[src/rtl/clkrst_pkg.sv]
package clkrst_pkg;
  localparam int REG_W  = 16;
  localparam int N_GRP  = 3;
  localparam int N_CONS = 20;
  localparam int POS_W  = 13;
  localparam int ADDR_W = 3;
  localparam int GRP_LSB = POS_W;
  localparam logic [ADDR_W-1:0] A_EN_STB  = 3'd0;
  localparam logic [ADDR_W-1:0] A_DIS_STB = 3'd1;
  localparam logic [ADDR_W-1:0] A_STAT0   = 3'd2;
  localparam logic [ADDR_W-1:0] A_RST0    = 3'd5;

  typedef struct packed {
    logic [1:0] grp;
    logic [3:0] rst_bit;
    logic [3:0] st_bit;
    logic       has_st;
    logic       sw_gate;
  } cons_t;

  function automatic cons_t mk(input int g, input int rb, input int sb, input bit hs, input bit sw);
    cons_t c;
    c.grp = 2'(g); c.rst_bit = 4'(rb); c.st_bit = 4'(sb);
    c.has_st = hs; c.sw_gate = sw;
    return c;
  endfunction

  function automatic cons_t cons_attr(input int i);
    case (i)
      0:  return mk(0, 3, 3, 1, 0);
      1:  return mk(0, 4, 4, 1, 0);
      2:  return mk(0, 6, 6, 1, 1);
      3:  return mk(0, 8, 8, 1, 0);
      4:  return mk(0, 9, 9, 1, 1);
      5:  return mk(0, 10, 10, 1, 0);
      6:  return mk(0, 12, 12, 1, 0);
      7:  return mk(0, 5, 5, 1, 1);
      8:  return mk(1, 0, 0, 1, 0);
      9:  return mk(1, 1, 1, 1, 1);
      10: return mk(1, 2, 2, 1, 1);
      11: return mk(1, 5, 5, 1, 1);
      12: return mk(1, 6, 6, 1, 1);
      13: return mk(2, 0, 0, 1, 0);
      14: return mk(2, 1, 1, 1, 1);
      15: return mk(2, 4, 4, 1, 1);
      16: return mk(2, 5, 6, 1, 1);
      17: return mk(2, 6, 0, 0, 0);
      18: return mk(2, 7, 7, 1, 1);
      default: return mk(2, 8, 8, 1, 1);
    endcase
  endfunction

  // Well-formed strobe code: top bit clear, group below 3, one-hot position
  function automatic logic code_ok(input logic [REG_W-1:0] c);
    return !c[REG_W-1] && (c[GRP_LSB+1:GRP_LSB] != 2'd3) && $onehot(c[POS_W-1:0]);
  endfunction

  function automatic logic [N_CONS-1:0] fixed_on_mask();
    logic [N_CONS-1:0] m;
    m = '0;
    for (int i = 0; i < N_CONS; i++) m[i] = !cons_attr(i).sw_gate;
    return m;
  endfunction
endpackage

[src/rtl/clkrst_strobe_dec.sv]
module clkrst_strobe_dec
  import clkrst_pkg::*;
(
  input  logic [REG_W-1:0]  code,
  output logic [N_CONS-1:0] hit
);
  logic ok;
  assign ok = code_ok(code);

  for (genvar i = 0; i < N_CONS; i++) begin : g_hit
    localparam cons_t C = cons_attr(i);
    if (C.sw_gate && C.has_st) begin : g_sw
      assign hit[i] = ok && (code[GRP_LSB+1:GRP_LSB] == C.grp) && code[C.st_bit];
    end else begin : g_fixed
      assign hit[i] = 1'b0;
    end
  end
endmodule

[src/rtl/clkrst_gate_bank.sv]
module clkrst_gate_bank
  import clkrst_pkg::*;
(
  input  logic              clk,
  input  logic              rst_n,
  input  logic [N_CONS-1:0] set_vec,
  input  logic [N_CONS-1:0] clr_vec,
  output logic [N_CONS-1:0] en
);
  for (genvar i = 0; i < N_CONS; i++) begin : g_en
    localparam cons_t C = cons_attr(i);
    if (C.sw_gate) begin : g_sw
      logic q;
      always_ff @(posedge clk or negedge rst_n) begin
        if (!rst_n)          q <= 1'b0;
        else if (set_vec[i]) q <= 1'b1;
        else if (clr_vec[i]) q <= 1'b0;
      end
      assign en[i] = q;
    end else begin : g_fixed
      assign en[i] = 1'b1;
    end
  end
endmodule

[src/rtl/clkrst_regfile.sv]
module clkrst_regfile
  import clkrst_pkg::*;
(
  input  logic                   clk,
  input  logic                   rst_n,
  input  logic                   we,
  input  logic [ADDR_W-1:0]      addr,
  input  logic [REG_W-1:0]       wdata,
  input  logic [N_CONS-1:0]      clk_en,
  output logic [REG_W-1:0]       rdata,
  output logic [N_GRP-1:0][REG_W-1:0] rst_q
);
  logic [N_GRP-1:0][REG_W-1:0] stat;
  logic [1:0] rst_idx, stat_idx;
  logic       rst_sel;

  assign rst_idx  = 2'(addr - A_RST0);
  assign stat_idx = 2'(addr - A_STAT0);
  assign rst_sel  = addr >= A_RST0;

  always_ff @(posedge clk or negedge rst_n) begin
    if (!rst_n)              rst_q <= '1;
    else if (we && rst_sel)  rst_q[rst_idx] <= wdata;
  end

  always_comb begin
    stat = '0;
    for (int i = 0; i < N_CONS; i++)
      if (cons_attr(i).has_st)
        stat[cons_attr(i).grp][cons_attr(i).st_bit] = stat[cons_attr(i).grp][cons_attr(i).st_bit] | clk_en[i];
  end

  always_comb begin
    if (rst_sel)             rdata = rst_q[rst_idx];
    else if (addr >= A_STAT0) rdata = stat[stat_idx];
    else                     rdata = '0;
  end
endmodule

[src/rtl/clkrst_ctrl.sv]
module clkrst_ctrl
  import clkrst_pkg::*;
(
  input  logic                  clk,
  input  logic                  rst_n,
  input  logic                  reg_we,
  input  logic [ADDR_W-1:0]     reg_addr,
  input  logic [REG_W-1:0]      reg_wdata,
  output logic [REG_W-1:0]      reg_rdata,
  output logic [N_CONS-1:0]     clk_en_o,
  output logic [N_CONS-1:0]     blk_rst_o
);
  logic [N_CONS-1:0] dec_hit, set_vec, clr_vec;
  logic [N_GRP-1:0][REG_W-1:0] rst_q;

  clkrst_strobe_dec u_dec (.code(reg_wdata), .hit(dec_hit));

  assign set_vec = (reg_we && reg_addr == A_EN_STB)  ? dec_hit : '0;
  assign clr_vec = (reg_we && reg_addr == A_DIS_STB) ? dec_hit : '0;

  clkrst_gate_bank u_gate (
    .clk(clk), .rst_n(rst_n), .set_vec(set_vec), .clr_vec(clr_vec), .en(clk_en_o)
  );

  clkrst_regfile u_regs (
    .clk(clk), .rst_n(rst_n), .we(reg_we), .addr(reg_addr), .wdata(reg_wdata),
    .clk_en(clk_en_o), .rdata(reg_rdata), .rst_q(rst_q)
  );

  for (genvar i = 0; i < N_CONS; i++) begin : g_rst
    localparam cons_t C = cons_attr(i);
    assign blk_rst_o[i] = rst_q[C.grp][C.rst_bit];
  end
endmodule

[config.mk]
export PLATFORM = sky130hd
export DESIGN_NAME = clkrst_ctrl
export DESIGN_NICKNAME = d
export VERILOG_FILES = /design/src/rtl/clkrst_pkg.sv /design/src/rtl/clkrst_strobe_dec.sv /design/src/rtl/clkrst_gate_bank.sv /design/src/rtl/clkrst_regfile.sv /design/src/rtl/clkrst_ctrl.sv
export SDC_FILE = /design/constraint.sdc
export NUM_CORES = 1
export LEC_CHECK = 0
export ABC_CLOCK_PERIOD_IN_PS = 4400
export BUFFER_PORTS_ARGS = -buffer_cell sky130_fd_sc_hd__buf_4
export CAP_MARGIN = 10
export CELL_PAD_IN_SITES_DETAIL_PLACEMENT = 1
export CELL_PAD_IN_SITES_GLOBAL_PLACEMENT = 1
export CORE_ASPECT_RATIO = 1.4
export CORE_MARGIN = 2
export CORE_UTILIZATION = 43
export CTS_CLUSTER_DIAMETER = 30
export DETAILED_ROUTE_END_ITERATION = 10
export GPL_ROUTABILITY_DRIVEN = 0
export PLACE_DENSITY_LB_ADDON = 0.05
export SYNTH_ARGS = -nofsm -noshare
export SYNTH_HDL_FRONTEND = slang
export SYNTH_SLANG_ARGS = --single-unit
[constraint.sdc]
create_clock -name clk -period 4.4 [get_ports clk]
set_clock_uncertainty 0.15 [all_clocks]
set_input_delay 0.88 -clock clk [delete_from_list [all_inputs] [get_ports clk]]
set_output_delay 0.88 -clock clk [all_outputs]
set_load 0.1 [all_outputs]
; Word level (Yosys, flattened, before mapping)
; Index checks and enable logic that the tools add are counted.
[totals]
inputBits = 22
romBits = 0
latchBits = 0
register_bits = 60
n_memories = 0
elab_cells = 110
mem_bits_rw = 0
[classes]
bitwise = 0
n_div = 0
eq_ne = 5
mul = 0
order_cmp = 5
reduce_logical = 36
n_shift = 0
add_sub_neg = 14
muxes = 35
[op_table]
columns = cell, n
row1 = two-way mux 16 bit, 5
row2 = binary-select mux 16 bit (select 2 bit), 2
row3 = bitwise mux 48 bit, 1
row4 = two-way mux 20 bit, 2
row5 = demux 16 bit (select 2 bit), 1
row6 = two-way mux 1 bit, 24
row7 = nonzero test 2 bit, 12
row8 = logical AND 1 bit, 21
row9 = adder 4 bit, 5
row10 = adder 1 x 1 -> 2 bit, 6
row11 = < comparator 2 x 3 -> 1 bit (second input constant), 2
row12 = adder 4 x 1 -> 4 bit, 1
row13 = equality test 4 x 1 -> 1 bit (second input constant), 1
row14 = equality test 3 x 1 -> 1 bit (second input constant), 1
row15 = >= comparator 3 x 2 -> 1 bit (second input constant), 1
row16 = >= comparator 3 bit (second input constant), 1
row17 = zero test 3 bit, 1
row18 = equality test 2 x 1 -> 1 bit (second input constant), 1
row19 = equality test 2 bit (second input constant), 1
row20 = >= comparator 2 x 1 -> 1 bit (second input constant), 1
row21 = zero test 2 bit, 1
row22 = != test 2 bit (second input constant), 1
row23 = subtractor 2 x 1 -> 2 bit (second input constant), 1
row24 = subtractor 2 bit (second input constant), 1
row25 = zero test 1 bit, 1

; Depth between registers and ports, before layout
[depth]
depth_word = 11
mapped_depth = 14

; Hierarchy
; A second synthesis with hierarchy kept.
[unflattened]
hier_cells = 350
hier_area_um2 = 4092.7
[modules_own_cells]
columns = module, seq_area_each_um2, area_each_um2, cells_per_inst, n_inst
row1 = clkrst_regfile, 1261.2, 2668.8, 193, 1
row2 = clkrst_gate_bank, 300.3, 589.3, 57, 1
row3 = clkrst_strobe_dec, 0.0, 499.2, 54, 1
row4 = clkrst_ctrl, 0.0, 335.3, 46, 1

; Worst setup path after synthesis
; Ideal clock, no wire load.
[synth_path]
path_type = in2out
startpoint = input reg_addr[0]
endpoint = output reg_rdata[2]
n_path_buf = 4
path_stages = 9
t_required_ns = 3.370
setup_slack_ns = -1.186
arrival_time_ns = 4.556
cell_sequence = buf_2 clkinv_1 buf_1 ha_1 buf_2 nor2b_1 clkbuf_1 a21oi_1 o21ai_0
[synth_via]
elab_chain_cells = 5
[synth_rtl]
columns = item, line_no
row1 = start: declaration, clkrst_ctrl.sv:7  ; input logic [ADDR_W-1:0] reg_addr,
row2 = subtractor 2 bit, clkrst_regfile.sv:18  ; assign stat_idx = 2'(addr - A_STAT0);
row3 = binary-select mux 16 bit (select 2 bit), clkrst_regfile.sv:35  ; else if (addr >= A_STAT0) rdata = stat[stat_idx];
row4 = two-way mux 16 bit (implied by the code), clkrst_regfile.sv:35
row5 = two-way mux 16 bit, clkrst_regfile.sv:35
row6 = two-way mux 16 bit (*), clkrst_regfile.sv:34  ; if (rst_sel) rdata = rst_q[rst_idx];
row7 = end: declaration, clkrst_ctrl.sv:9  ; output logic [REG_W-1:0] reg_rdata,
; Mark *: on every way between the ends. The rest lies on a longest branch, timed or not. The select of a mux whose other input is x is not followed.

; Worst setup path after layout
[layout_path]
startpoint = input reg_wdata[5]
endpoint = register u_gate.g_en[9].g_sw.q
[layout_via]
elab_chain_cells = 10
[layout_rtl]
columns = item, line_no
row1 = start: declaration, clkrst_ctrl.sv:8  ; input logic [REG_W-1:0] reg_wdata,
row2 = adder 1 x 1 -> 2 bit (*), clkrst_pkg.sv:55  ; return !c[REG_W-1] && (c[GRP_LSB+1:GRP_LSB] != 2'd3) && $onehot(c[POS_W-1:0]);
row3 = adder 4 bit (*) (3 in a row), clkrst_pkg.sv:55
row4 = equality test 4 x 1 -> 1 bit (*), clkrst_pkg.sv:55
row5 = logical AND 1 bit (*), clkrst_pkg.sv:55
row6 = logical AND 1 bit (*) (2 in a row), clkrst_strobe_dec.sv:13  ; assign hit[i] = ok && (code[GRP_LSB+1:GRP_LSB] == C.grp) && code[C.st_bit];
row7 = two-way mux 20 bit (on tied branches), "clkrst_ctrl.sv:18, clkrst_ctrl.sv:19"
row8 = two-way mux 1 bit or nonzero test 2 bit (tied branches), -
row9 = end signal: assignment, clkrst_gate_bank.sv:15  ; if (!rst_n) q <= 1'b0;
row10 = end signal: assignment, clkrst_gate_bank.sv:16  ; else if (set_vec[i]) q <= 1'b1;
row11 = end signal: assignment, clkrst_gate_bank.sv:17  ; else if (clr_vec[i]) q <= 1'b0;
row12 = end: declaration, clkrst_gate_bank.sv:13  ; logic q;
; Mark *: on every way between the ends. The rest lies on a longest branch, timed or not.
; A chain may end at the register's enable or synchronous reset.

==> results_tabular.tex <==
\begin{tabular}{lr}
\hline
Metric & Value \\
\hline
\multicolumn{2}{l}{\textbf{Status}} \\
Result of the run & finished, violations left \\
Failing checks & negative setup slack \\
\multicolumn{2}{l}{\textbf{Die}} \\
Starting Density & 0.441 \\
Die outline area & 9560 sq um \\
Top-level I/O count & 78 \\
Die Span Y & 115 microns \\
Core Rows & 40 \\
Die extent in x & 83.2 microns \\
Area of the core & 8560 sq um \\
\multicolumn{2}{l}{\textbf{STA}} \\
Fmax & 223 MHz \\
Slack of the critical path & -0.0743 ns \\
Actual transition at the worst max-transition pin & 0.762 ns \\
Setup repair after global routing missed its margin & true \\
Final period demand of the worst path & 4.47 ns \\
Accumulated negative setup slack & -0.537 ns \\
Fin crit share & 1.02 \\
Number of max-slew violations in the final report & 0 \\
Final Hold Viols & 0 \\
Remaining max-slew budget at the tightest pin & 0.492 \\
Setup Viol. Count Final & 12 \\
\multicolumn{2}{l}{\textbf{Global routing}} \\
Initial antenna violation count & 0 \\
Overall global routing resource usage & 0.226 \\
GRT Residual Overflow & 0 \\
First-pass GRT wire length & 16400 microns \\
Pin count of the biggest net entering global routing & 61 \\
Via count of the first global-routing pass & 3052 \\
\multicolumn{2}{l}{\textbf{Synth}} \\
Post-synth EDFFs & 0 \\
Fraction of post-synthesis cell area in the top cell type by area & 0.334 \\
Post-synthesis cell type count & 38 \\
Multiplexer share of the synthesized area & 0.179 \\
Mapped Area & 3780 sq um \\
Number of synthesized register bits & 60 \\
Compound-Gate Fraction of Synth Area & 0.114 \\
Count of synthesis-stage warnings from yosys & 0 \\
Instance count of the mapped netlist & 353 \\
Most frequent cell after synthesis & dfstp\_2 \\
Adder-cell share of the synthesized area & 0.0888 \\
Async S/R FF share, synth & 1.00 \\
Cell types with the highest counts after synthesis & 48 x dfstp\_2, 45 x mux2\_2, 40 x buf\_4 \\
Most used DFF post-synth & dfstp\_2 \\
Average size of a mapped cell & 10.7 sq um \\
Share of the yosys chip area belonging to registers & 0.414 \\
Post-synthesis share of cell area spent on xor and xnor gates & 0.00232 \\
Combinational family with the most area after synthesis & multiplexers \\
Area contributors post-synth & dfstp\_2 33\%, mux2\_2 13\%, buf\_4 8.0\%, dfrtp\_1 8.0\%, ha\_1 4.6\% \\
Cell type with the largest total area after synthesis & dfstp\_2 \\
Simple-Gate Fraction of Synth Area & 0.0689 \\
\multicolumn{2}{l}{\textbf{Placed design}} \\
Half-perimeter wire length after detailed placement & 7250 microns \\
Minimum setup slack after placement & -0.450 ns \\
Port Buffers & 69 \\
Count of placed standard cells including taps & 495 \\
\multicolumn{2}{l}{\textbf{Drt}} \\
Routed WL per cell & 20.0 microns \\
Number of nets with antenna violations after detailed routing & 0 \\
Total Wirelength & 10200 microns \\
DRC Markers & 0 \\
Vias per inst & 5.24 \\
Number of DRC violations after detailed-routing iteration 0 & 101 \\
Number of detailed-route iterations in the first pass & 4 \\
Number of vias in the routed layout & 2689 \\
\multicolumn{2}{l}{\textbf{Power}} \\
Peak supply drop & 0.428 mV \\
Power per Cell Area & 592 nW/um\^{}2 \\
Static Leak & 0.00214 uW \\
\multicolumn{2}{l}{\textbf{Cells and area}} \\
Fraction of final layout cells with drive strength greater than 1 & 0.551 \\
Inserted Diodes & 0 \\
Post-synthesis to final-layout area growth & 25.6\% \\
Non-filler instance count after layout & 513 \\
Count of nets after finishing & 447 \\
\multicolumn{2}{l}{\textbf{Critical path}} \\
Slowest stage cell, crit path & fa\_1 \\
Worst setup SP type & primary input \\
Data arrival time of the worst path & 4.54 ns \\
Critical path's top delay family & adder cells \\
Element type at the critical path end & flip-flop \\
CP max stage delay & 0.54 ns \\
Worst-path maximum fanout & 12 \\
FF-to-FF Start & u\_gate.g\_en[9].g\_sw.q \\
Crit-path most repeated cell & fa\_1 \\
Critical path start-end classification & primary input to flip-flop \\
CP Launch Point & reg\_wdata[5] \\
Worst endpoint required time & 4.47 ns \\
Worst path cell trace & buf\_6, ha\_4, inv\_2, fa\_1, fa\_1, fa\_1, fa\_2, fa\_1, nor4b\_4, nand2\_1, a21oi\_4, buf\_12, a31oi\_1, a31o\_2 \\
Count of buffering cells on the critical path with inverters included & 3 \\
\multicolumn{2}{l}{\textbf{Clocking}} \\
CTS tree & built \\
Clk Latency, worst-skew pair & 0.33 ns \\
Sink count of the clock tree & 60 \\
Maximum clock insertion buffer count & 2 \\
CTS H-tree depth & 3 \\
Clk pin slew, worst setup/hold paths & 0.05 ns \\
Number of buffers inserted during clock tree synthesis & 9 \\
Cell at the root of the clock tree & clkbuf\_16 \\
\multicolumn{2}{l}{\textbf{Worst hold path}} \\
Type of the most critical hold path & flip-flop to flip-flop \\
Hold wc startpoint & u\_regs.rst\_q[44] \\
\multicolumn{2}{l}{\textbf{Run}} \\
Number of maximum-capacitance violations & 0 \\
\hline
\end{tabular}
## tightest hold or removal path: stages, from the launching register on
cell and delay, ns:
dfstp_2 0.36, nand2_1 0.04, o21ai_0 0.07
## state kept, by name, indices dropped and copies added, names as in the netlist
signal / cells
u_gate.g_en.g_sw.q: 12
u_regs.rst_q: 48
## logic make-up (layout without fill, tap and decap cells)
| kind of cell | Yosys count | in the layout |
|---|---|---|
| xor gates and xnor gates | 1 | 1 |
| DFF | 60 | 60 |
| and+or+nand+nor | 52 | 52 |
| muxes | 62 | 62 |
| other | 1 | 8 |
| AOI/OAI and AO/OA | 67 | 67 |
| adders and majority gates | 22 | 22 |
| buffers and inverters | 88 | 136 |
## repair_timing
item / CTS / global route
resized for setup: 5 / 1
hold buffers: 0 / 0
setup endpoints to repair: 12 / 12
setup buffers: 0 / 1
endpoints found under the hold margin: 0 / 0
cloned: 0 / 1
## path summary, 6_finish.rpt
| path | endpoint | slack, ns | cells after the start |
|---|---|---|---|
| min in group asynchronous | u_gate.g_en[18].g_sw.q | 0.49 | 1 |
| worst min-delay path | u_regs.rst_q[44] | 0.34 | 2 |
| worst max register to register | u_gate.g_en[9].g_sw.q | 3.33 | 3 |
| worst min register to register | u_regs.rst_q[44] | 0.34 | 2 |
| max in group asynchronous | u_gate.g_en[4].g_sw.q | 3.12 | 1 |
| worst max-delay path | u_gate.g_en[9].g_sw.q | -0.07 | 14 |
## layout by cell type (no fill, tap or decap), types with 3 or more instances in the layout
master and count:
nor2_4 7, ha_4 3, o21ai_0 9, inv_1 28, nor2_1 17, dfrtp_1 12
nor3_1 3, buf_4 84, a31o_1 9, o22ai_4 3, a31o_2 3, nand3_1 3
dfstp_2 48, a21oi_1 19, fa_1 7, ha_1 11, o21ai_2 3, mux2i_1 17
conb_1 8, a31oi_1 13, nand2_1 8, clkbuf_16 10, nor3b_1 4, mux2_2 45
## where the power goes
group / internal, uW / leakage, uW / switching, uW
combinational: 374 / 0.00138 / 903
clock: 466 / 0.000149 / 241
sequential: 745 / 0.000610 / 77.9
total: 1590 / 0.00214 / 1220
## area by class of cell
class                      count  area, sq um
multi-input combinational    212         1910
timing repair buffer          89          718
clock buffer                  12          256
inverter                      31          116
tap                          105          131
fill                         916         3820
sequential                    60         1560
clock inverter                 4         47.5
## routing by layer
layer	vias to the layer above	GRT usage	part of all wire	wire length, microns
met5	-	0	0	0
met4	0	0.0765	0.018	182
met3	11	0.0510	0.035	355
met2	56	0.399	0.53	5440
met1	1350	0.274	0.42	4260
li1	1272	-	-	-
## stage by stage
stage                     cell area (sq um)  utilization  total power, uW  hold WS (ns)
after CTS                              4700        0.549             2810         0.339
after floorplan                        3930            -             1880         0.310
after detailed placement               4360        0.510             2080         0.329
after global routing                   4740        0.554             2930         0.372
final                                  4740        0.554             2810         0.337
after global placement                 4360        0.510             2050         0.319
(Power assumes the default switching activity.)
